File: config.mk
export PLATFORM = sky130hd
export DESIGN_NAME = mbus_cycle_ctrl
export DESIGN_NICKNAME = d
export VERILOG_FILES = /design/src/rtl/mbus_pkg.sv /design/src/rtl/mbus_seq_fsm.sv /design/src/rtl/mbus_pin_drv.sv /design/src/rtl/mbus_rd_cap.sv /design/src/rtl/mbus_cycle_ctrl.sv
export SDC_FILE = /design/constraint.sdc
export NUM_CORES = 1
export LEC_CHECK = 0
export ABC_AREA = 1
export BUFFER_PORTS_ARGS = -buffer_cell sky130_fd_sc_hd__clkbuf_2
export CORE_ASPECT_RATIO = 1.1
export CORE_MARGIN = 5
export CORE_UTILIZATION = 43
export CTS_CLUSTER_SIZE = 30
export DETAILED_ROUTE_END_ITERATION = 8
export GPL_TIMING_DRIVEN = 0
export PLACE_DENSITY = 0.75
export SLEW_MARGIN = 25
export SYNTH_ARGS = -nofsm -noshare
export SYNTH_HDL_FRONTEND = slang
export SYNTH_SLANG_ARGS = --single-unit
File: constraint.sdc
create_clock -name clk -period 1.1 [get_ports clk]
set_clock_uncertainty 0.1 [all_clocks]
set_input_delay 0.055 -clock clk [delete_from_list [all_inputs] [get_ports clk]]
set_output_delay 0.055 -clock clk [all_outputs]
set_load 0.005 [all_outputs]
File: src/rtl/mbus_pkg.sv
package mbus_pkg;
    typedef enum logic [2:0] {
        ST_IDLE,
        ST_T1,
        ST_T2,
        ST_TW,
        ST_T3,
        ST_HOLD
    } bus_state_e;
endpackage

File: src/rtl/mbus_seq_fsm.sv
module mbus_seq_fsm
    import mbus_pkg::*;
#(
    parameter int ADDR_W = 16,
    parameter int DATA_W = 8
) (
    input  logic              clk,
    input  logic              rst_n,
    input  logic              req_valid,
    input  logic [ADDR_W-1:0] req_addr,
    input  logic [DATA_W-1:0] req_wdata,
    input  logic              req_write,
    input  logic              req_io,
    input  logic              ready,
    input  logic              hold,
    output bus_state_e        state,
    output logic [ADDR_W-1:0] addr_q,
    output logic [DATA_W-1:0] wdata_q,
    output logic              write_q,
    output logic              io_q
);
    bus_state_e nxt;
    logic       accept;

    assign accept = (state == ST_IDLE) && !hold && req_valid;

    // State register and request capture
    always_ff @(posedge clk or negedge rst_n) begin
        if (!rst_n) begin
            state   <= ST_IDLE;
            addr_q  <= '0;
            wdata_q <= '0;
            write_q <= 1'b0;
            io_q    <= 1'b0;
        end else begin
            state <= nxt;
            if (accept) begin
                addr_q  <= req_addr;
                wdata_q <= req_wdata;
                write_q <= req_write;
                io_q    <= req_io;
            end
        end
    end

    // Transitions
    always_comb begin
        nxt = state;
        unique case (state)
            ST_IDLE: begin
                if (hold)           nxt = ST_HOLD;
                else if (req_valid) nxt = ST_T1;
            end
            ST_T1:   nxt = ST_T2;
            ST_T2:   nxt = ready ? ST_T3 : ST_TW;
            ST_TW:   nxt = ready ? ST_T3 : ST_TW;
            ST_T3:   nxt = ST_IDLE;
            ST_HOLD: nxt = hold ? ST_HOLD : ST_IDLE;
            default: nxt = ST_IDLE;
        endcase
    end
endmodule

File: src/rtl/mbus_pin_drv.sv
module mbus_pin_drv
    import mbus_pkg::*;
#(
    parameter int ADDR_W = 16,
    parameter int DATA_W = 8
) (
    input  logic              rst_n,
    input  logic              hold,
    input  bus_state_e        state,
    input  logic [ADDR_W-1:0] addr_q,
    input  logic [DATA_W-1:0] wdata_q,
    input  logic              write_q,
    input  logic              io_q,
    output logic              req_ready,
    output logic              ale,
    output logic [DATA_W-1:0] ad_out,
    output logic              ad_oe,
    output logic [ADDR_W-DATA_W-1:0] a_hi,
    output logic              a_hi_oe,
    output logic              rd_n,
    output logic              wr_n,
    output logic              io_m,
    output logic              ctl_oe,
    output logic              hlda,
    output logic              done
);
    localparam int HI_W = ADDR_W - DATA_W;

    // Output decode
    always_comb begin
        req_ready = 1'b0;
        ale       = 1'b0;
        ad_out    = '0;
        ad_oe     = 1'b0;
        a_hi      = addr_q[ADDR_W-1 -: HI_W];
        a_hi_oe   = 1'b0;
        rd_n      = 1'b1;
        wr_n      = 1'b1;
        io_m      = 1'b0;
        ctl_oe    = rst_n;
        hlda      = 1'b0;
        done      = 1'b0;
        unique case (state)
            ST_IDLE: req_ready = !hold;
            ST_T1: begin
                ale     = 1'b1;
                ad_out  = addr_q[DATA_W-1:0];
                ad_oe   = 1'b1;
                a_hi_oe = 1'b1;
                io_m    = io_q;
            end
            ST_T2, ST_TW: begin
                ad_out  = wdata_q;
                ad_oe   = write_q;
                a_hi_oe = 1'b1;
                rd_n    = write_q;
                wr_n    = !write_q;
                io_m    = io_q;
            end
            ST_T3: begin
                ad_out  = wdata_q;
                ad_oe   = write_q;
                a_hi_oe = 1'b1;
                io_m    = io_q;
                done    = 1'b1;
            end
            ST_HOLD: begin
                hlda   = 1'b1;
                ctl_oe = 1'b0;
            end
            default: ;
        endcase
        if (!rst_n) begin
            req_ready = 1'b0;
            ale       = 1'b0;
            ad_oe     = 1'b0;
            a_hi_oe   = 1'b0;
            rd_n      = 1'b1;
            wr_n      = 1'b1;
            hlda      = 1'b0;
            done      = 1'b0;
        end
    end
endmodule

File: src/rtl/mbus_rd_cap.sv
module mbus_rd_cap
    import mbus_pkg::*;
#(
    parameter int DATA_W = 8
) (
    input  logic              clk,
    input  logic              rst_n,
    input  bus_state_e        state,
    input  logic              write_q,
    input  logic              ready,
    input  logic [DATA_W-1:0] ad_in,
    output logic [DATA_W-1:0] rd_data
);
    logic strobe_ends;

    // The read strobe rises on the edge that leaves T2/TW with ready high
    assign strobe_ends = ((state == ST_T2) || (state == ST_TW)) && ready && !write_q;

    always_ff @(posedge clk or negedge rst_n) begin
        if (!rst_n)           rd_data <= '0;
        else if (strobe_ends) rd_data <= ad_in;
    end
endmodule

File: src/rtl/mbus_cycle_ctrl.sv
module mbus_cycle_ctrl
    import mbus_pkg::*;
#(
    parameter int ADDR_W = 16,
    parameter int DATA_W = 8
) (
    input  logic                     clk,
    input  logic                     rst_n,
    input  logic                     req_valid,
    input  logic [ADDR_W-1:0]        req_addr,
    input  logic [DATA_W-1:0]        req_wdata,
    input  logic                     req_write,
    input  logic                     req_io,
    output logic                     req_ready,
    input  logic                     ready,
    input  logic                     hold,
    output logic                     hlda,
    input  logic [DATA_W-1:0]        ad_in,
    output logic [DATA_W-1:0]        ad_out,
    output logic                     ad_oe,
    output logic [ADDR_W-DATA_W-1:0] a_hi,
    output logic                     a_hi_oe,
    output logic                     ale,
    output logic                     rd_n,
    output logic                     wr_n,
    output logic                     io_m,
    output logic                     ctl_oe,
    output logic                     reset_out,
    output logic [DATA_W-1:0]        rd_data,
    output logic                     done
);
    bus_state_e        state;
    logic [ADDR_W-1:0] addr_q;
    logic [DATA_W-1:0] wdata_q;
    logic              write_q;
    logic              io_q;
    logic              rst_seen_q;

    mbus_seq_fsm #(.ADDR_W(ADDR_W), .DATA_W(DATA_W)) u_fsm (
        .clk(clk), .rst_n(rst_n), .req_valid(req_valid), .req_addr(req_addr),
        .req_wdata(req_wdata), .req_write(req_write), .req_io(req_io),
        .ready(ready), .hold(hold), .state(state), .addr_q(addr_q),
        .wdata_q(wdata_q), .write_q(write_q), .io_q(io_q)
    );

    mbus_pin_drv #(.ADDR_W(ADDR_W), .DATA_W(DATA_W)) u_drv (
        .rst_n(rst_n), .hold(hold), .state(state), .addr_q(addr_q),
        .wdata_q(wdata_q), .write_q(write_q), .io_q(io_q),
        .req_ready(req_ready), .ale(ale), .ad_out(ad_out), .ad_oe(ad_oe),
        .a_hi(a_hi), .a_hi_oe(a_hi_oe), .rd_n(rd_n), .wr_n(wr_n),
        .io_m(io_m), .ctl_oe(ctl_oe), .hlda(hlda), .done(done)
    );

    mbus_rd_cap #(.DATA_W(DATA_W)) u_cap (
        .clk(clk), .rst_n(rst_n), .state(state), .write_q(write_q),
        .ready(ready), .ad_in(ad_in), .rd_data(rd_data)
    );

    // Reset indication: high during reset, cleared by the first edge after it
    always_ff @(posedge clk or negedge rst_n) begin
        if (!rst_n) rst_seen_q <= 1'b1;
        else        rst_seen_q <= 1'b0;
    end
    assign reset_out = rst_seen_q | !rst_n;
endmodule

==> results of run 1 <==
[cell usage in the layout (no fill, tap or decap), types with 6 or more instances in the layout]
| master | Yosys | final |
|---|---|---|
| sky130_fd_sc_hd__nand2_1 | 67 | 27 |
| sky130_fd_sc_hd__clkbuf_8 | 0 | 6 |
| sky130_fd_sc_hd__o21ai_2 | 8 | 16 |
| sky130_fd_sc_hd__inv_1 | 43 | 42 |
| sky130_fd_sc_hd__buf_6 | 1 | 19 |
| sky130_fd_sc_hd__buf_2 | 0 | 8 |
| sky130_fd_sc_hd__dfrtp_1 | 37 | 34 |
| sky130_fd_sc_hd__buf_4 | 11 | 14 |
| sky130_fd_sc_hd__clkbuf_2 | 2 | 61 |
| sky130_fd_sc_hd__nand2_2 | 2 | 28 |
| sky130_fd_sc_hd__o21ai_1 | 2 | 18 |
| sky130_fd_sc_hd__nand2_4 | 0 | 13 |
| sky130_fd_sc_hd__dlygate4sd3_1 | 0 | 37 |
[how the worst min path moves through the flow]
stage,start,end,slack [ps],cells past startpoint
finish,rst_n,u_cap.rd_data[3]$_DFFE_PN0P_,-460,1
global route,rst_n,u_cap.rd_data[3]$_DFFE_PN0P_,-440,1
CTS,rst_n,u_cap.rd_data[7]$_DFFE_PN0P_,-420,1
detailed placement,rst_n,u_cap.rd_data[7]$_DFFE_PN0P_,180,1
global placement,rst_n,u_cap.rd_data[7]$_DFFE_PN0P_,170,1
floorplan,rst_n,u_cap.rd_data[0]$_DFFE_PN0P_,-340,0
[cell type report]
class | count | area [sq um]
repair buffers | 132 | 997.2
flip-flops and latches | 38 | 955.9
multi-input cells | 127 | 914.6
fillers | 282 | 858.3
inverters | 45 | 181.4
plain buffers | 13 | 138.9
clock buffers | 5 | 68.82
well taps | 54 | 67.56
clock inverters | 3 | 40.04
[metrics by stage]
stage          hold slack [ps]  instances    util
2_1_floorplan           -340.6        223       -
3_3_place_gp             173.2        350  0.5381
3_5_place_dp             177.1        350  0.5381
4_1_cts                 -418.3        409  0.7173
5_1_grt                 -442.8        417  0.7967
6_report                -463.4        417  0.7967
[power by group]
part | switching, mW | internal, mW | total, mW | leakage (nW)
registers | 0.564 | 2.03 | 2.60 | 0.471
logic | 1.98 | 2.09 | 4.07 | 1.30
clock network | 0.496 | 0.667 | 1.16 | 0.0579
total | 3.04 | 4.79 | 7.83 | 1.83
[worst register-to-register path: stages (launching register included)]
cell                      delay (ps)
sky130_fd_sc_hd__dfrtp_2         460
sky130_fd_sc_hd__nor2_4          170
sky130_fd_sc_hd__buf_6           150
sky130_fd_sc_hd__nand4_4         190
sky130_fd_sc_hd__buf_6           220
sky130_fd_sc_hd__nand2_2          50
sky130_fd_sc_hd__o21ai_1          60
[metal layers]
layer,global-route usage,part of all wire,vias up
li1,-,-,946
met1,0.2358,0.36,900
met2,0.3843,0.57,52
met3,0.03201,0.038,15
met4,0.07519,0.027,0
met5,0,0,-
[registers in the layout, summed over array words and instances, names as in the netlist]
name,flops
u_fsm.wdata_q,8
rst_seen_q,1
u_fsm.io_q,1
u_cap.rd_data,8
u_fsm.write_q,1
u_fsm.addr_q,16
u_fsm.state,3
[kinds of logic after synthesis]
kind of cell	count (synthesis)	synth area share
flops	38	0.5177
compound gates	35	0.1129
buf+inv	59	0.1483
simple gates	90	0.2190
other cells	1	0.002039
[repair_timing]
| item | CTS | global route |
|---|---|---|
| setup buffers | 10 | 6 |
| cloned | 4 | 3 |
| hold endpoints to repair | 75 | 38 |
| resized for setup | 49 | 106 |
| setup endpoints to repair | 55 | 59 |
| pin swaps | 6 | 12 |
[Yosys cell counts (2+ instances only)]
cell,n
sky130_fd_sc_hd__clkbuf_2,2
sky130_fd_sc_hd__dfrtp_1,37
sky130_fd_sc_hd__o21ai_1,2
sky130_fd_sc_hd__o21ai_2,8
sky130_fd_sc_hd__buf_4,11
sky130_fd_sc_hd__nor2_1,8
sky130_fd_sc_hd__nand3_1,6
sky130_fd_sc_hd__inv_2,2
sky130_fd_sc_hd__nand2_2,2
sky130_fd_sc_hd__o21ai_0,24
sky130_fd_sc_hd__inv_1,43
sky130_fd_sc_hd__nand2_1,67
sky130_fd_sc_hd__nor2_4,2
==> impl_results.html, run 1 <==
<table>
<tr><th>Metric</th><th>Value</th></tr>
<tr><th colspan="2">Setup path</th></tr>
<tr><td>Startpoint of the lowest-slack register-to-register path</td><td>u_fsm.state[1]$_DFFE_PN0P_</td></tr>
<tr><td>Stages on worst setup path</td><td>6</td></tr>
<tr><td>Arrival time of data at the critical path endpoint</td><td>1400 ps</td></tr>
<tr><td>Worst reg-to-reg path cell count</td><td>6</td></tr>
<tr><td>Beginning of the critical path</td><td>u_fsm.state[1]$_DFFE_PN0P_</td></tr>
<tr><td>Worst path most repeated cell</td><td>sky130_fd_sc_hd__nand2_4</td></tr>
<tr><td>CP max stage cell</td><td>sky130_fd_sc_hd__dfrtp_2</td></tr>
<tr><td>Endpoint of the worst setup timing path</td><td>ad_out[5]</td></tr>
<tr><td>Register-to-register setup slack</td><td>-410 ps</td></tr>
<tr><td>Cell-by-cell trace of the critical path</td><td>nor2_4, nand2_4, nand2_8, nand2_4, nand2_4, buf_6</td></tr>
<tr><td>Endpoint required time on the critical path</td><td>940 ps</td></tr>
<tr><td>Worst Path Buf+Inv</td><td>1</td></tr>
<tr><td>Gate family responsible for the most delay along the worst path</td><td>simple AND/OR/NAND/NOR gates</td></tr>
<tr><td>Setup CP Type</td><td>reg -&gt; out</td></tr>
<tr><td>Slowest stage delay, CP</td><td>460 ps</td></tr>
<tr><td>Biggest fanout along the worst timing path</td><td>8</td></tr>
<tr><td>Category of the worst setup path launch point</td><td>flip-flop</td></tr>
<tr><td>Nature of the critical path endpoint</td><td>primary output</td></tr>
<tr><td>Endpoint of the worst-slack reg-to-reg timing path</td><td>u_fsm.wdata_q[3]$_DFFE_PN0P_</td></tr>
<tr><th colspan="2">Detailed routing</th></tr>
<tr><td>Routed WL</td><td>6.091 mm</td></tr>
<tr><td>Average routed wire per standard cell</td><td>14.61 microns</td></tr>
<tr><td>DRC Markers</td><td>0</td></tr>
<tr><td>Count of nets left with antenna violations after detail routing</td><td>0</td></tr>
<tr><td>Routed via count</td><td>1913</td></tr>
<tr><td>Number of detailed-route iterations in the first pass</td><td>4</td></tr>
<tr><td>Number of DRC markers in iteration 0</td><td>107</td></tr>
<tr><td>Post-detailed-route via-to-cell ratio</td><td>4.588</td></tr>
<tr><th colspan="2">Clocking</th></tr>
<tr><td>Largest buffer count on any clock path</td><td>2</td></tr>
<tr><td>Hold Buf Count CTS</td><td>37</td></tr>
<tr><td>TritonCTS clock tree</td><td>done</td></tr>
<tr><td>Clock transition time at the flip-flop clock pins of the worst setup and hold paths</td><td>80 ps</td></tr>
<tr><td>Root Driver</td><td>sky130_fd_sc_hd__clkbuf_8</td></tr>
<tr><td>Worst-skew pair later-pin latency</td><td>280 ps</td></tr>
<tr><td>Clock sinks</td><td>38</td></tr>
<tr><td>Number of levels the H-tree was split into</td><td>2</td></tr>
<tr><td>Number of buffers created by CTS</td><td>5</td></tr>
<tr><th colspan="2">Timing</th></tr>
<tr><td>Unrepaired setup endpoints after global routing</td><td>yes</td></tr>
<tr><td>Min Tclk post-route</td><td>1560 ps</td></tr>
<tr><td>Final hold violation count</td><td>38</td></tr>
<tr><td>Maximum clock frequency</td><td>0.6411 GHz</td></tr>
<tr><td>Worst hold-check slack</td><td>-463.4 ps</td></tr>
<tr><td>Final Cycle Share</td><td>1.418</td></tr>
<tr><td>Setup TNS Final</td><td>-19880 ps</td></tr>
<tr><td>Max-slew violation count</td><td>0</td></tr>
<tr><td>Count of final setup violators</td><td>57</td></tr>
<tr><td>Final Worst Setup Slack</td><td>-459.9 ps</td></tr>
<tr><th colspan="2">GRT</th></tr>
<tr><td>Number of global-route vias before repair</td><td>1874</td></tr>
<tr><td>Global routing usage summed across all routing layers</td><td>0.2078</td></tr>
<tr><td>Number of antenna violations at the first check in global routing</td><td>0</td></tr>
<tr><td>Pin count of the biggest net entering global routing</td><td>44</td></tr>
<tr><td>Global-route wire length before repair</td><td>9.011 mm</td></tr>
<tr><td>Total congestion overflow after global routing</td><td>0</td></tr>
<tr><th colspan="2">Final layout</th></tr>
<tr><td>Growth of design area from synthesis to finish</td><td>82.93%</td></tr>
<tr><td>Post-layout net count</td><td>401</td></tr>
<tr><td>N_diodes</td><td>0</td></tr>
<tr><td>Fraction of layout instances using a drive strength above 1</td><td>0.5427</td></tr>
<tr><td>Post-layout instance area</td><td>3364 sq um</td></tr>
<tr><th colspan="2">Synth</th></tr>
<tr><td>Number of warning messages in the yosys log</td><td>0</td></tr>
<tr><td>Post-synthesis sequential area ratio</td><td>0.5177</td></tr>
<tr><td>Distinct cell type count of the synthesized netlist</td><td>22</td></tr>
<tr><td>Area share of the largest cell type after synthesis</td><td>0.5034</td></tr>
<tr><td>Post-synthesis average cell area</td><td>8.248 sq um</td></tr>
<tr><td>Number of enable-type register cells in the synthesized netlist</td><td>0</td></tr>
<tr><td>Ys flop type</td><td>sky130_fd_sc_hd__dfrtp_1</td></tr>
<tr><td>Post-synth top area cell</td><td>sky130_fd_sc_hd__dfrtp_1</td></tr>
<tr><td>Post-synth ARST share</td><td>1.000</td></tr>
<tr><td>Cell types with the largest area share after synthesis</td><td>sky130_fd_sc_hd__dfrtp_1 50%, sky130_fd_sc_hd__nand2_1 14%, sky130_fd_sc_hd__inv_1 8.8%</td></tr>
<tr><td>Area of the mapped netlist</td><td>1839 sq um</td></tr>
<tr><td>Count of state elements after synthesis</td><td>38</td></tr>
<tr><td>Syn_nets</td><td>262</td></tr>
<tr><td>Count of mapped cells out of synthesis</td><td>223</td></tr>
<tr><th colspan="2">Place</th></tr>
<tr><td>Gp weighted congestion</td><td>0.7591</td></tr>
<tr><td>Half-perimeter wire length of the detailed placement result</td><td>3.086 mm</td></tr>
<tr><td>Input/output buffers</td><td>73</td></tr>
<tr><td>Worst setup timing slack at the placement stage</td><td>-652.9 ps</td></tr>
<tr><td>Cell area after placement</td><td>2272 sq um</td></tr>
<tr><th colspan="2">Die</th></tr>
<tr><td>Boundary pin count</td><td>74</td></tr>
<tr><td>CORE AREA</td><td>4223 sq um</td></tr>
<tr><td>Horizontal die dimension</td><td>72.36 microns</td></tr>
<tr><td>Total Die Area</td><td>5687 sq um</td></tr>
<tr><td>Std cell rows</td><td>25</td></tr>
<tr><td>Initial core utilization</td><td>0.4356</td></tr>
<tr><td>Height of the die</td><td>78.60 microns</td></tr>
<tr><th colspan="2">Status</th></tr>
<tr><td>Violated checks</td><td>negative hold slack, negative setup slack</td></tr>
<tr><td>Result of the run</td><td>finished, violations left</td></tr>
<tr><th colspan="2">Pwr</th></tr>
<tr><td>Overall power</td><td>7.833 mW</td></tr>
<tr><td>Static Leakage</td><td>1.833 nW</td></tr>
<tr><td>Largest vdd supply drop</td><td>1.263 mV</td></tr>
<tr><td>P per Cell Area</td><td>2328 nW/um^2</td></tr>
<tr><th colspan="2">Flow run</th></tr>
<tr><td>Total of max-cap violations</td><td>0</td></tr>
<tr><th colspan="2">Worst hold path</th></tr>
<tr><td>Path class of the lowest-slack min-delay path</td><td>in -&gt; async</td></tr>
</table>
(Power assumes the default switching activity.)
==> run 2: changes to the inputs <==
Settings changed: ABC_AREA 1 to 0, CORE_UTILIZATION 43 to 48, PLACE_DENSITY 0.75 to 0.79.
Clock period 1.1 ns to 1.5 ns, I/O delays scaled along.
==> run 2 against run 1 <==
The run ends with negative setup slack left. Global-route usage decreased by 0.44 points. Worst setup slack gained 250 ps. Via count down 13%. Largest cell class unchanged. Largest power group unchanged.
==> impl_results.html, run 2 <==
<table>
<tr><th>Metric</th><th>Value</th></tr>
<tr><th colspan="2">Final layout</th></tr>
<tr><td>Post-layout net count</td><td>318 (-21%)</td></tr>
<tr><td>Area occupied by registers</td><td>955.9 sq um (unchanged)</td></tr>
<tr><td>Commonest cells after routing, fill and taps aside</td><td>68 x sky130_fd_sc_hd__clkbuf_2, 37 x sky130_fd_sc_hd__dlygate4sd3_1, 34 x sky130_fd_sc_hd__dfrtp_1</td></tr>
<tr><td>Growth of design area from synthesis to finish</td><td>64.33%</td></tr>
<tr><td>Largest register by flop count</td><td>u_fsm.addr_q</td></tr>
<tr><td>Fraction of layout instances using a drive strength above 1</td><td>0.5929 (+0.05016)</td></tr>
<tr><td>Largest regs</td><td>u_fsm.addr_q x16, u_cap.rd_data x8, u_fsm.wdata_q x8</td></tr>
<tr><td>Multi-input combinational cell area</td><td>915.9 sq um (+0.14%)</td></tr>
<tr><td>Leading cell type in the layout, fill and taps excluded</td><td>sky130_fd_sc_hd__clkbuf_2</td></tr>
<tr><td>N_diodes</td><td>0 (unchanged)</td></tr>
<tr><td>Largest register FFs</td><td>16 (unchanged)</td></tr>
<tr><td>FILL cells</td><td>197 (-30%)</td></tr>
<tr><th colspan="2">Detailed routing</th></tr>
<tr><td>Count of nets left with antenna violations after detail routing</td><td>0 (unchanged)</td></tr>
<tr><td>Number of detailed-route iterations in the first pass</td><td>4 (unchanged)</td></tr>
<tr><td>Post-detailed-route via-to-cell ratio</td><td>5.015 (+9.3%)</td></tr>
<tr><td>DRC Markers</td><td>0 (unchanged)</td></tr>
<tr><td>Number of DRC markers in iteration 0</td><td>55 (-49%)</td></tr>
<tr><td>Routed WL</td><td>5.462 mm (-10%)</td></tr>
<tr><td>Routed via count</td><td>1655 (-13%)</td></tr>
<tr><td>Average routed wire per standard cell</td><td>16.55 microns (+13%)</td></tr>
<tr><th colspan="2">Place</th></tr>
<tr><td>Worst setup timing slack at the placement stage</td><td>-157.9 ps (+495.0 ps)</td></tr>
<tr><td>Input/output buffers</td><td>73 (unchanged)</td></tr>
<tr><td>Gp weighted congestion</td><td>0.7373 (-2.9%)</td></tr>
<tr><td>Half-perimeter wire length of the detailed placement result</td><td>3.017 mm (-2.2%)</td></tr>
<tr><th colspan="2">Synth</th></tr>
<tr><td>Compound-cell area share of the yosys netlist</td><td>0.08200 (-0.03093)</td></tr>
<tr><td>Area share of the largest cell type after synthesis</td><td>0.4933 (-0.01007)</td></tr>
<tr><td>Post-synthesis average cell area</td><td>12.68 sq um (+54%)</td></tr>
<tr><td>Count of mapped cells out of synthesis</td><td>148 (-34%)</td></tr>
<tr><td>Number of enable-type register cells in the synthesized netlist</td><td>0 (unchanged)</td></tr>
<tr><td>Number of warning messages in the yosys log</td><td>0 (unchanged)</td></tr>
<tr><td>Cell types with the largest area share after synthesis</td><td>sky130_fd_sc_hd__dfrtp_1 49%, sky130_fd_sc_hd__mux2_4 16%, sky130_fd_sc_hd__mux2_2 8.4%</td></tr>
<tr><td>Main combinational cell family by area after synthesis</td><td>multiplexers</td></tr>
<tr><td>Synth cell count leaders</td><td>37 x sky130_fd_sc_hd__dfrtp_1, 20 x sky130_fd_sc_hd__mux2_4, 14 x sky130_fd_sc_hd__mux2_2</td></tr>
<tr><td>Ys flop type</td><td>sky130_fd_sc_hd__dfrtp_1</td></tr>
<tr><td>Distinct cell type count of the synthesized netlist</td><td>33 (+50%)</td></tr>
<tr><td>Most frequent cell after synthesis</td><td>sky130_fd_sc_hd__dfrtp_1</td></tr>
<tr><td>Share of the synthesized netlist area taken by xor and xnor gates</td><td>0.004667 (+0.004667)</td></tr>
<tr><td>Count of state elements after synthesis</td><td>38 (unchanged)</td></tr>
<tr><td>Post-Synth Simple-Gate Area</td><td>0.08800 (-0.1310)</td></tr>
<tr><td>Post-synthesis mux area share</td><td>0.2440 (+0.2440)</td></tr>
<tr><td>Post-synthesis sequential area ratio</td><td>0.5073 (-0.01035)</td></tr>
<tr><td>Adder-Cell Fraction of Synth Area</td><td>0 (unchanged)</td></tr>
<tr><td>Post-synth top area cell</td><td>sky130_fd_sc_hd__dfrtp_1</td></tr>
<tr><td>Syn_nets</td><td>187 (-29%)</td></tr>
<tr><td>Area of the mapped netlist</td><td>1877 sq um (+2.0%)</td></tr>
<tr><td>Post-synth ARST share</td><td>1.000 (unchanged)</td></tr>
<tr><th colspan="2">Pwr</th></tr>
<tr><td>P per Cell Area</td><td>1855 nW/um^2 (-20%)</td></tr>
<tr><td>Largest vdd supply drop</td><td>1.124 mV (-11%)</td></tr>
<tr><td>Overall power</td><td>5.720 mW (-27%)</td></tr>
<tr><td>Static Leakage</td><td>1.558 nW (-15%)</td></tr>
<tr><th colspan="2">Clocking</th></tr>
<tr><td>Number of levels the H-tree was split into</td><td>2 (unchanged)</td></tr>
<tr><td>Number of buffers created by CTS</td><td>5 (unchanged)</td></tr>
<tr><td>Clock transition time at the flip-flop clock pins of the worst setup and hold paths</td><td>70 ps (about the same)</td></tr>
<tr><td>Worst-skew pair later-pin latency</td><td>290 ps (about the same)</td></tr>
<tr><td>Largest buffer count on any clock path</td><td>2 (unchanged)</td></tr>
<tr><td>TritonCTS clock tree</td><td>done</td></tr>
<tr><td>Clock sinks</td><td>38 (unchanged)</td></tr>
<tr><td>Root Driver</td><td>sky130_fd_sc_hd__clkbuf_8</td></tr>
<tr><th colspan="2">Die</th></tr>
<tr><td>Total Die Area</td><td>5262 sq um (-7.5%)</td></tr>
<tr><td>Height of the die</td><td>75.58 microns (-3.8%)</td></tr>
<tr><td>Initial core utilization</td><td>0.5056 (+0.07001)</td></tr>
<tr><td>CORE AREA</td><td>3712 sq um (-12%)</td></tr>
<tr><td>Horizontal die dimension</td><td>69.62 microns (-3.8%)</td></tr>
<tr><td>Std cell rows</td><td>23 (-8.0%)</td></tr>
<tr><td>Boundary pin count</td><td>74 (unchanged)</td></tr>
<tr><th colspan="2">GRT</th></tr>
<tr><td>Number of global-route vias before repair</td><td>1725 (-8.0%)</td></tr>
<tr><td>Pin count of the biggest net entering global routing</td><td>31 (-30%)</td></tr>
<tr><td>Global routing usage summed across all routing layers</td><td>0.2034 (-0.004403)</td></tr>
<tr><td>Global-route wire length before repair</td><td>8.321 mm (-7.7%)</td></tr>
<tr><td>Total congestion overflow after global routing</td><td>0 (unchanged)</td></tr>
<tr><td>Number of antenna violations at the first check in global routing</td><td>0 (unchanged)</td></tr>
<tr><th colspan="2">Timing</th></tr>
<tr><td>Final Worst Setup Slack</td><td>-210.9 ps (+249.0 ps)</td></tr>
<tr><td>Setup TNS Final</td><td>-6615 ps (+13270 ps)</td></tr>
<tr><td>Worst hold-check slack</td><td>74.79 ps (+538.2 ps)</td></tr>
<tr><td>Final Cycle Share</td><td>1.141</td></tr>
<tr><td>Unrepaired setup endpoints after global routing</td><td>yes</td></tr>
<tr><td>Relative slew margins</td><td>0.5095</td></tr>
<tr><td>Final hold violation count</td><td>0 (-100%)</td></tr>
<tr><td>Worst Tran Pin Value</td><td>733.4 ps</td></tr>
<tr><td>Count of final setup violators</td><td>51 (-11%)</td></tr>
<tr><td>Max-slew violation count</td><td>0 (unchanged)</td></tr>
<tr><td>Maximum clock frequency</td><td>0.5845 GHz</td></tr>
<tr><td>Min Tclk post-route</td><td>1711 ps</td></tr>
<tr><th colspan="2">Setup path</th></tr>
<tr><td>Endpoint required time on the critical path</td><td>1320 ps (+380 ps)</td></tr>
<tr><td>Slowest stage delay, CP</td><td>470 ps (about the same)</td></tr>
<tr><td>Arrival time of data at the critical path endpoint</td><td>1540 ps (+140 ps)</td></tr>
<tr><td>Biggest fanout along the worst timing path</td><td>6 (-2)</td></tr>
<tr><td>Setup CP Type</td><td>reg -&gt; out</td></tr>
<tr><td>CP max stage cell</td><td>sky130_fd_sc_hd__dfrtp_2</td></tr>
<tr><td>Nature of the critical path endpoint</td><td>primary output</td></tr>
<tr><td>Category of the worst setup path launch point</td><td>flip-flop</td></tr>
<tr><td>Cell-by-cell trace of the critical path</td><td>and2b_2, a21oi_1, o32ai_2, clkbuf_2</td></tr>
<tr><th colspan="2">Worst hold path</th></tr>
<tr><td>Path class of the lowest-slack min-delay path</td><td>in -&gt; reg</td></tr>
<tr><th colspan="2">Status</th></tr>
<tr><td>Violated checks</td><td>negative setup slack</td></tr>
<tr><td>Result of the run</td><td>finished, violations left</td></tr>
<tr><th colspan="2">Flow run</th></tr>
<tr><td>Total of max-cap violations</td><td>0 (unchanged)</td></tr>
</table>
==> run 2: what timing repair did <==
action,in CTS,in global routing
setup buffers,10,2
pin swaps,9,3
setup endpoints to repair,44,52
hold buffers,35,3
gates resized for setup,43,16
gates cloned,2,0
hold endpoints to repair,74,16
==> run 2: cell type report <==
| cell class | instances | area share |
|---|---|---|
| inverters | 6 | 0.007302 |
| repair buffers | 125 | 0.2888 |
| clock inverters | 1 | 0.001623 |
| well taps | 50 | 0.02028 |
| plain buffers | 14 | 0.04706 |
| multi-input cells | 89 | 0.2970 |
| clock buffers | 7 | 0.02799 |
| flip-flops and latches | 38 | 0.3099 |
==> run 2: metal layers <==
metal | vias to the layer above | share of wire | routed length (microns) | global-route usage
met3 | 11 | 0.073 | 400 | 0.05541
met2 | 69 | 0.51 | 2791 | 0.3612
met5 | - | 0 | 0 | 0
li1 | 772 | - | - | -
met1 | 803 | 0.40 | 2164 | 0.2403
met4 | 0 | 0.019 | 105 | 0.07872
==> run 2: final timing paths <==
| kind | slack (ps) | cells past startpoint | startpoint | to |
|---|---|---|---|---|
| worst max-delay path | -210 | 4 | u_fsm.state[1]$_DFFE_PN0P_ | ad_out[2] |
| worst min-delay path | 70 | 3 | hold | u_fsm.state[2]$_DFFE_PN0P_ |
| worst max register to register | -150 | 5 | u_fsm.state[2]$_DFFE_PN0P_ | u_fsm.addr_q[11]$_DFFE_PN0P_ |
| worst min register to register | 400 | 1 | u_fsm.io_q$_DFFE_PN0P_ | u_fsm.io_q$_DFFE_PN0P_ |
| max in group asynchronous | 520 | 2 | rst_n | u_fsm.wdata_q[4]$_DFFE_PN0P_ |
| min in group asynchronous | 320 | 2 | rst_n | u_fsm.addr_q[14]$_DFFE_PN0P_ |
==> run 2: logic make-up (layout without fill, tap and decap cells) <==
logic type             after synthesis  after routing
flip-flops                          38             38
multiplexers                        34             34
AO/OA/AOI/OAI                       23             23
AND/OR/NAND/NOR                     29             30
other                                1              1
XOR/XNOR                             1              1
buffers and inverters               22            153
==> run 2: metrics by stage <==
step           instance area [sq um]  cells    util
6_report                        3084    330  0.8308
5_1_grt                         3084    330  0.8308
2_1_floorplan                   1877    148       -
3_3_place_gp                    2305    271  0.6208
3_5_place_dp                    2325    272  0.6262
4_1_cts                         2985    325  0.8042
==> run 2: worst max-delay path: cells and delay by family (launching register included) <==
family | cells | cell delay (ps)
buffers and inverters | 1 | 140
flip-flops | 1 | 470
AO/OA/AOI/OAI | 2 | 360
AND/OR/NAND/NOR | 1 | 280
==> run 2: report_power, final <==
group / internal (mW) / switching (mW) / total (mW)
clock network: 0.371 / 0.353 / 0.723
logic: 1.86 / 1.20 / 3.07
registers: 1.54 / 0.387 / 1.93
==> run 3: changes to the inputs <==
Settings changed: CORE_UTILIZATION 48 to 50, PLACE_DENSITY 0.79 to 0.8, SYNTH_HIERARCHICAL from default to 1.
==> run 3 against run 2 <==
The run ends with negative hold slack, negative setup slack left. Register-to-register slack about the same. Final area up 5.3%. Sequential power about the same. Critical path depth down 1. Sequential share of layout area down 1.6 points. Synthesized area up 13%. Critical path type unchanged. Critical endpoint is now ad_out[0].
==> impl_results.html, run 3 <==
<table>
<tr><th>Metric</th><th>Value</th></tr>
<tr><th colspan="2">Status</th></tr>
<tr><td>Result of the run</td><td>finished, violations left</td></tr>
<tr><td>Violated checks</td><td>negative hold slack, negative setup slack</td></tr>
<tr><th colspan="2">Timing</th></tr>
<tr><td>Max-slew violation count</td><td>0 (unchanged)</td></tr>
<tr><td>Setup TNS Final</td><td>-6110 ps (+505.7 ps)</td></tr>
<tr><td>Maximum clock frequency</td><td>0.5784 GHz (-1.0%)</td></tr>
<tr><td>Final Worst Setup Slack</td><td>-228.8 ps (-17.92 ps)</td></tr>
<tr><td>Final hold violation count</td><td>37 (+37)</td></tr>
<tr><td>Relative slew margins</td><td>0.5801 (+0.07060)</td></tr>
<tr><td>Count of final setup violators</td><td>49 (-3.9%)</td></tr>
<tr><td>Final Cycle Share</td><td>1.153 (+0.01195)</td></tr>
<tr><td>Unrepaired setup endpoints after global routing</td><td>yes</td></tr>
<tr><td>Worst hold-check slack</td><td>-291.3 ps (-366.1 ps)</td></tr>
<tr><td>Min Tclk post-route</td><td>1729 ps (+17.92 ps)</td></tr>
<tr><td>Worst Tran Pin Value</td><td>629.9 ps (-103.5 ps)</td></tr>
<tr><th colspan="2">Clocking</th></tr>
<tr><td>TritonCTS clock tree</td><td>done</td></tr>
<tr><td>Number of levels the H-tree was split into</td><td>2 (unchanged)</td></tr>
<tr><td>Clock transition time at the flip-flop clock pins of the worst setup and hold paths</td><td>70 ps (about the same)</td></tr>
<tr><td>Worst-skew pair later-pin latency</td><td>290 ps (about the same)</td></tr>
<tr><td>Number of buffers created by CTS</td><td>5 (unchanged)</td></tr>
<tr><td>Hold Buf Count CTS</td><td>35 (unchanged)</td></tr>
<tr><td>Clock sinks</td><td>38 (unchanged)</td></tr>
<tr><td>Root Driver</td><td>sky130_fd_sc_hd__clkbuf_8</td></tr>
<tr><td>Largest buffer count on any clock path</td><td>2 (unchanged)</td></tr>
<tr><th colspan="2">Synth</th></tr>
<tr><td>Ys flop type</td><td>sky130_fd_sc_hd__dfrtp_1</td></tr>
<tr><td>Area of the mapped netlist</td><td>2116 sq um (+13%)</td></tr>
<tr><td>Area share of the largest cell type after synthesis</td><td>0.4376 (-0.05572)</td></tr>
<tr><td>Number of warning messages in the yosys log</td><td>6 (+6)</td></tr>
<tr><td>Post-synth ARST share</td><td>1.000 (unchanged)</td></tr>
<tr><td>Post-synthesis average cell area</td><td>13.22 sq um (+4.3%)</td></tr>
<tr><td>Most frequent cell after synthesis</td><td>sky130_fd_sc_hd__dfrtp_1</td></tr>
<tr><td>Post-synthesis sequential area ratio</td><td>0.4500 (-0.05730)</td></tr>
<tr><td>Post-synth top area cell</td><td>sky130_fd_sc_hd__dfrtp_1</td></tr>
<tr><td>Number of enable-type register cells in the synthesized netlist</td><td>0 (unchanged)</td></tr>
<tr><td>Count of mapped cells out of synthesis</td><td>160 (+8.1%)</td></tr>
<tr><td>Distinct cell type count of the synthesized netlist</td><td>33 (unchanged)</td></tr>
<tr><td>Count of state elements after synthesis</td><td>38 (unchanged)</td></tr>
<tr><td>Syn_nets</td><td>199 (+6.4%)</td></tr>
<tr><td>Synth cell count leaders</td><td>37 x sky130_fd_sc_hd__dfrtp_1, 28 x sky130_fd_sc_hd__mux2_4, 10 x sky130_fd_sc_hd__nand2_1</td></tr>
<tr><td>Cell types with the largest area share after synthesis</td><td>sky130_fd_sc_hd__dfrtp_1 44%, sky130_fd_sc_hd__mux2_4 20%, sky130_fd_sc_hd__buf_6 4.3%</td></tr>
<tr><th colspan="2">GRT</th></tr>
<tr><td>Pin count of the biggest net entering global routing</td><td>46 (+48%)</td></tr>
<tr><td>Global routing usage summed across all routing layers</td><td>0.2025 (-0.0008934)</td></tr>
<tr><td>Number of global-route vias before repair</td><td>1814 (+5.2%)</td></tr>
<tr><td>Number of antenna violations at the first check in global routing</td><td>0 (unchanged)</td></tr>
<tr><td>Total congestion overflow after global routing</td><td>0 (unchanged)</td></tr>
<tr><td>Global-route wire length before repair</td><td>9.004 mm (+8.2%)</td></tr>
<tr><th colspan="2">Detailed routing</th></tr>
<tr><td>Routed via count</td><td>1756 (+6.1%)</td></tr>
<tr><td>Average routed wire per standard cell</td><td>16.08 microns (-2.9%)</td></tr>
<tr><td>Number of DRC markers in iteration 0</td><td>101 (+84%)</td></tr>
<tr><td>DRC Markers</td><td>0 (unchanged)</td></tr>
<tr><td>Post-detailed-route via-to-cell ratio</td><td>5.075 (+1.2%)</td></tr>
<tr><td>Number of detailed-route iterations in the first pass</td><td>4 (unchanged)</td></tr>
<tr><td>Count of nets left with antenna violations after detail routing</td><td>0 (unchanged)</td></tr>
<tr><td>Routed WL</td><td>5.562 mm (+1.8%)</td></tr>
<tr><th colspan="2">Die</th></tr>
<tr><td>Height of the die</td><td>78.23 microns (+3.5%)</td></tr>
<tr><td>Total Die Area</td><td>5634 sq um (+7.1%)</td></tr>
<tr><td>CORE AREA</td><td>4024 sq um (+8.4%)</td></tr>
<tr><td>Horizontal die dimension</td><td>72.03 microns (+3.5%)</td></tr>
<tr><td>Std cell rows</td><td>24 (+4.3%)</td></tr>
<tr><td>Initial core utilization</td><td>0.5258 (+0.02025)</td></tr>
<tr><td>Boundary pin count</td><td>74 (unchanged)</td></tr>
<tr><th colspan="2">Pwr</th></tr>
<tr><td>Static Leakage</td><td>1.566 nW (+0.55%)</td></tr>
<tr><td>Largest vdd supply drop</td><td>1.153 mV (+2.6%)</td></tr>
<tr><td>P per Cell Area</td><td>1821 nW/um^2 (-1.8%)</td></tr>
<tr><th colspan="2">Final layout</th></tr>
<tr><td>Non-filler cells, final</td><td>346 (+4.8%)</td></tr>
<tr><td>Largest register FFs</td><td>16 (unchanged)</td></tr>
<tr><td>Area occupied by registers</td><td>955.9 sq um (unchanged)</td></tr>
<tr><td>Fraction of layout instances using a drive strength above 1</td><td>0.5748 (-0.01803)</td></tr>
<tr><td>N_diodes</td><td>0 (unchanged)</td></tr>
<tr><td>Post-layout net count</td><td>332 (+4.4%)</td></tr>
<tr><td>Growth of design area from synthesis to finish</td><td>53.46%</td></tr>
<tr><td>Largest regs</td><td>u_fsm/addr_q x16, u_cap/rd_data x8, u_fsm/wdata_q x8</td></tr>
<tr><td>Leading cell type in the layout, fill and taps excluded</td><td>sky130_fd_sc_hd__clkbuf_2</td></tr>
<tr><td>Largest register by flop count</td><td>u_fsm/addr_q</td></tr>
<tr><td>Multi-input combinational cell area</td><td>1035 sq um (+13%)</td></tr>
<tr><td>Layout Utilization</td><td>0.8069 (-0.02390)</td></tr>
<tr><td>Commonest cells after routing, fill and taps aside</td><td>59 x sky130_fd_sc_hd__clkbuf_2, 35 x sky130_fd_sc_hd__dlygate4sd3_1, 34 x sky130_fd_sc_hd__dfrtp_1</td></tr>
<tr><td>FILL cells</td><td>235 (+19%)</td></tr>
<tr><th colspan="2">Worst hold path</th></tr>
<tr><td>Path class of the lowest-slack min-delay path</td><td>in -&gt; async</td></tr>
<tr><th colspan="2">Setup path</th></tr>
<tr><td>Setup CP Type</td><td>reg -&gt; out</td></tr>
<tr><td>Arrival time of data at the critical path endpoint</td><td>1550 ps (about the same)</td></tr>
<tr><td>Category of the worst setup path launch point</td><td>flip-flop</td></tr>
<tr><td>Endpoint required time on the critical path</td><td>1320 ps (about the same)</td></tr>
<tr><td>Register-to-register setup slack</td><td>-150 ps (about the same)</td></tr>
<tr><td>Nature of the critical path endpoint</td><td>primary output</td></tr>
<tr><td>Biggest fanout along the worst timing path</td><td>7 (+1)</td></tr>
<tr><th colspan="2">Flow run</th></tr>
<tr><td>Total of max-cap violations</td><td>0 (unchanged)</td></tr>
<tr><th colspan="2">Place</th></tr>
<tr><td>Input/output buffers</td><td>73 (unchanged)</td></tr>
<tr><td>Cells after DPL</td><td>285 (+4.8%)</td></tr>
<tr><td>Gp weighted congestion</td><td>0.7646 (+3.7%)</td></tr>
<tr><td>Half-perimeter wire length of the detailed placement result</td><td>3.499 mm (+16%)</td></tr>
</table>
-- run 3: changes by cell type after synthesis, sizes merged, moves of 6 or more --
cell	change
nand4bb	+6
o211ai	+8
nand3b	+9
a22oi	-6
o21ai	-8
-- run 3: per-stage QoR --
| stage | worst slack (ps) | cell area [sq um] | total power [mW] |
|---|---|---|---|
| 2_1_floorplan | -9.454 | 2118 | 3.692 |
| 3_5_place_dp | -151.3 | 2549 | 4.571 |
| 6_report | -228.8 | 3247 | 5.912 |
| 4_1_cts | -214.5 | 3174 | 5.758 |
| 3_3_place_gp | -121.0 | 2549 | 4.480 |
| 5_1_grt | -275.6 | 3247 | 6.283 |
-- run 3: metal layers --
layer / wire length [microns] / share of wire / vias up / GRT usage
met3: 343 / 0.062 / 7 / 0.04087
met5: 0 / 0 / - / 0
li1: - / - / 833 / -
met2: 2879 / 0.52 / 62 / 0.3493
met1: 2281 / 0.41 / 854 / 0.2579
met4: 56 / 0.010 / 0 / 0.05263
-- run 3: kinds of logic after synthesis --
logic type / count (synthesis) / synth area share
buffers and inverters: 20 / 0.09403
AO/OA/AOI/OAI: 16 / 0.05854
AND/OR/NAND/NOR: 51 / 0.1650
other: 1 / 0.001772
multiplexers: 34 / 0.2306
flip-flops: 38 / 0.4500
-- run 3: final timing paths --
kind / start / to / cells after the start
max: u_fsm/state[1]$_DFFE_PN0P_ / ad_out[0] / 3
min in group clk: ready / u_fsm/state[1]$_DFFE_PN0P_ / 3
min reg2reg: u_fsm/addr_q[15]$_DFFE_PN0P_ / u_fsm/addr_q[15]$_DFFE_PN0P_ / 1
min: rst_n / u_fsm/addr_q[0]$_DFFE_PN0P_ / 1
max reg2reg: u_fsm/state[1]$_DFFE_PN0P_ / u_cap/rd_data[4]$_DFFE_PN0P_ / 5
max in group asynchronous: rst_n / u_fsm/state[1]$_DFFE_PN0P_ / 1
-- run 3: worst max-delay path, stage by stage, from the launching register on --
cell and delay [ps]:
sky130_fd_sc_hd__dfrtp_2 450, sky130_fd_sc_hd__or4bb_1 520, sky130_fd_sc_hd__o211ai_1 130, sky130_fd_sc_hd__buf_2 160
-- run 3: layout make-up --
type,count,share of cell area
Clock buffer,6,0.02543
Multi-Input combinational cell,102,0.3187
Tap cell,52,0.02004
Sequential cell,38,0.2944
Clock inverter,2,0.003854
Timing Repair Buffer,126,0.2744
Buffer,19,0.06204
Inverter,1,0.001156
-- run 3: where the power goes --
| part | switching (mW) | internal [mW] |
|---|---|---|
| sequential | 0.393 | 1.54 |
| clock | 0.362 | 0.369 |
| combinational | 1.22 | 2.03 |
| total | 1.98 | 3.93 |
-- run 3: what timing repair did --
item | in CTS | in global routing
endpoints found under the hold margin | 72 | 37
setup buffers | 14 | 1
setup endpoints to repair | 44 | 52
gates cloned | 2 | 1
gates resized for setup | 21 | 21
pin swaps | 7 | 11
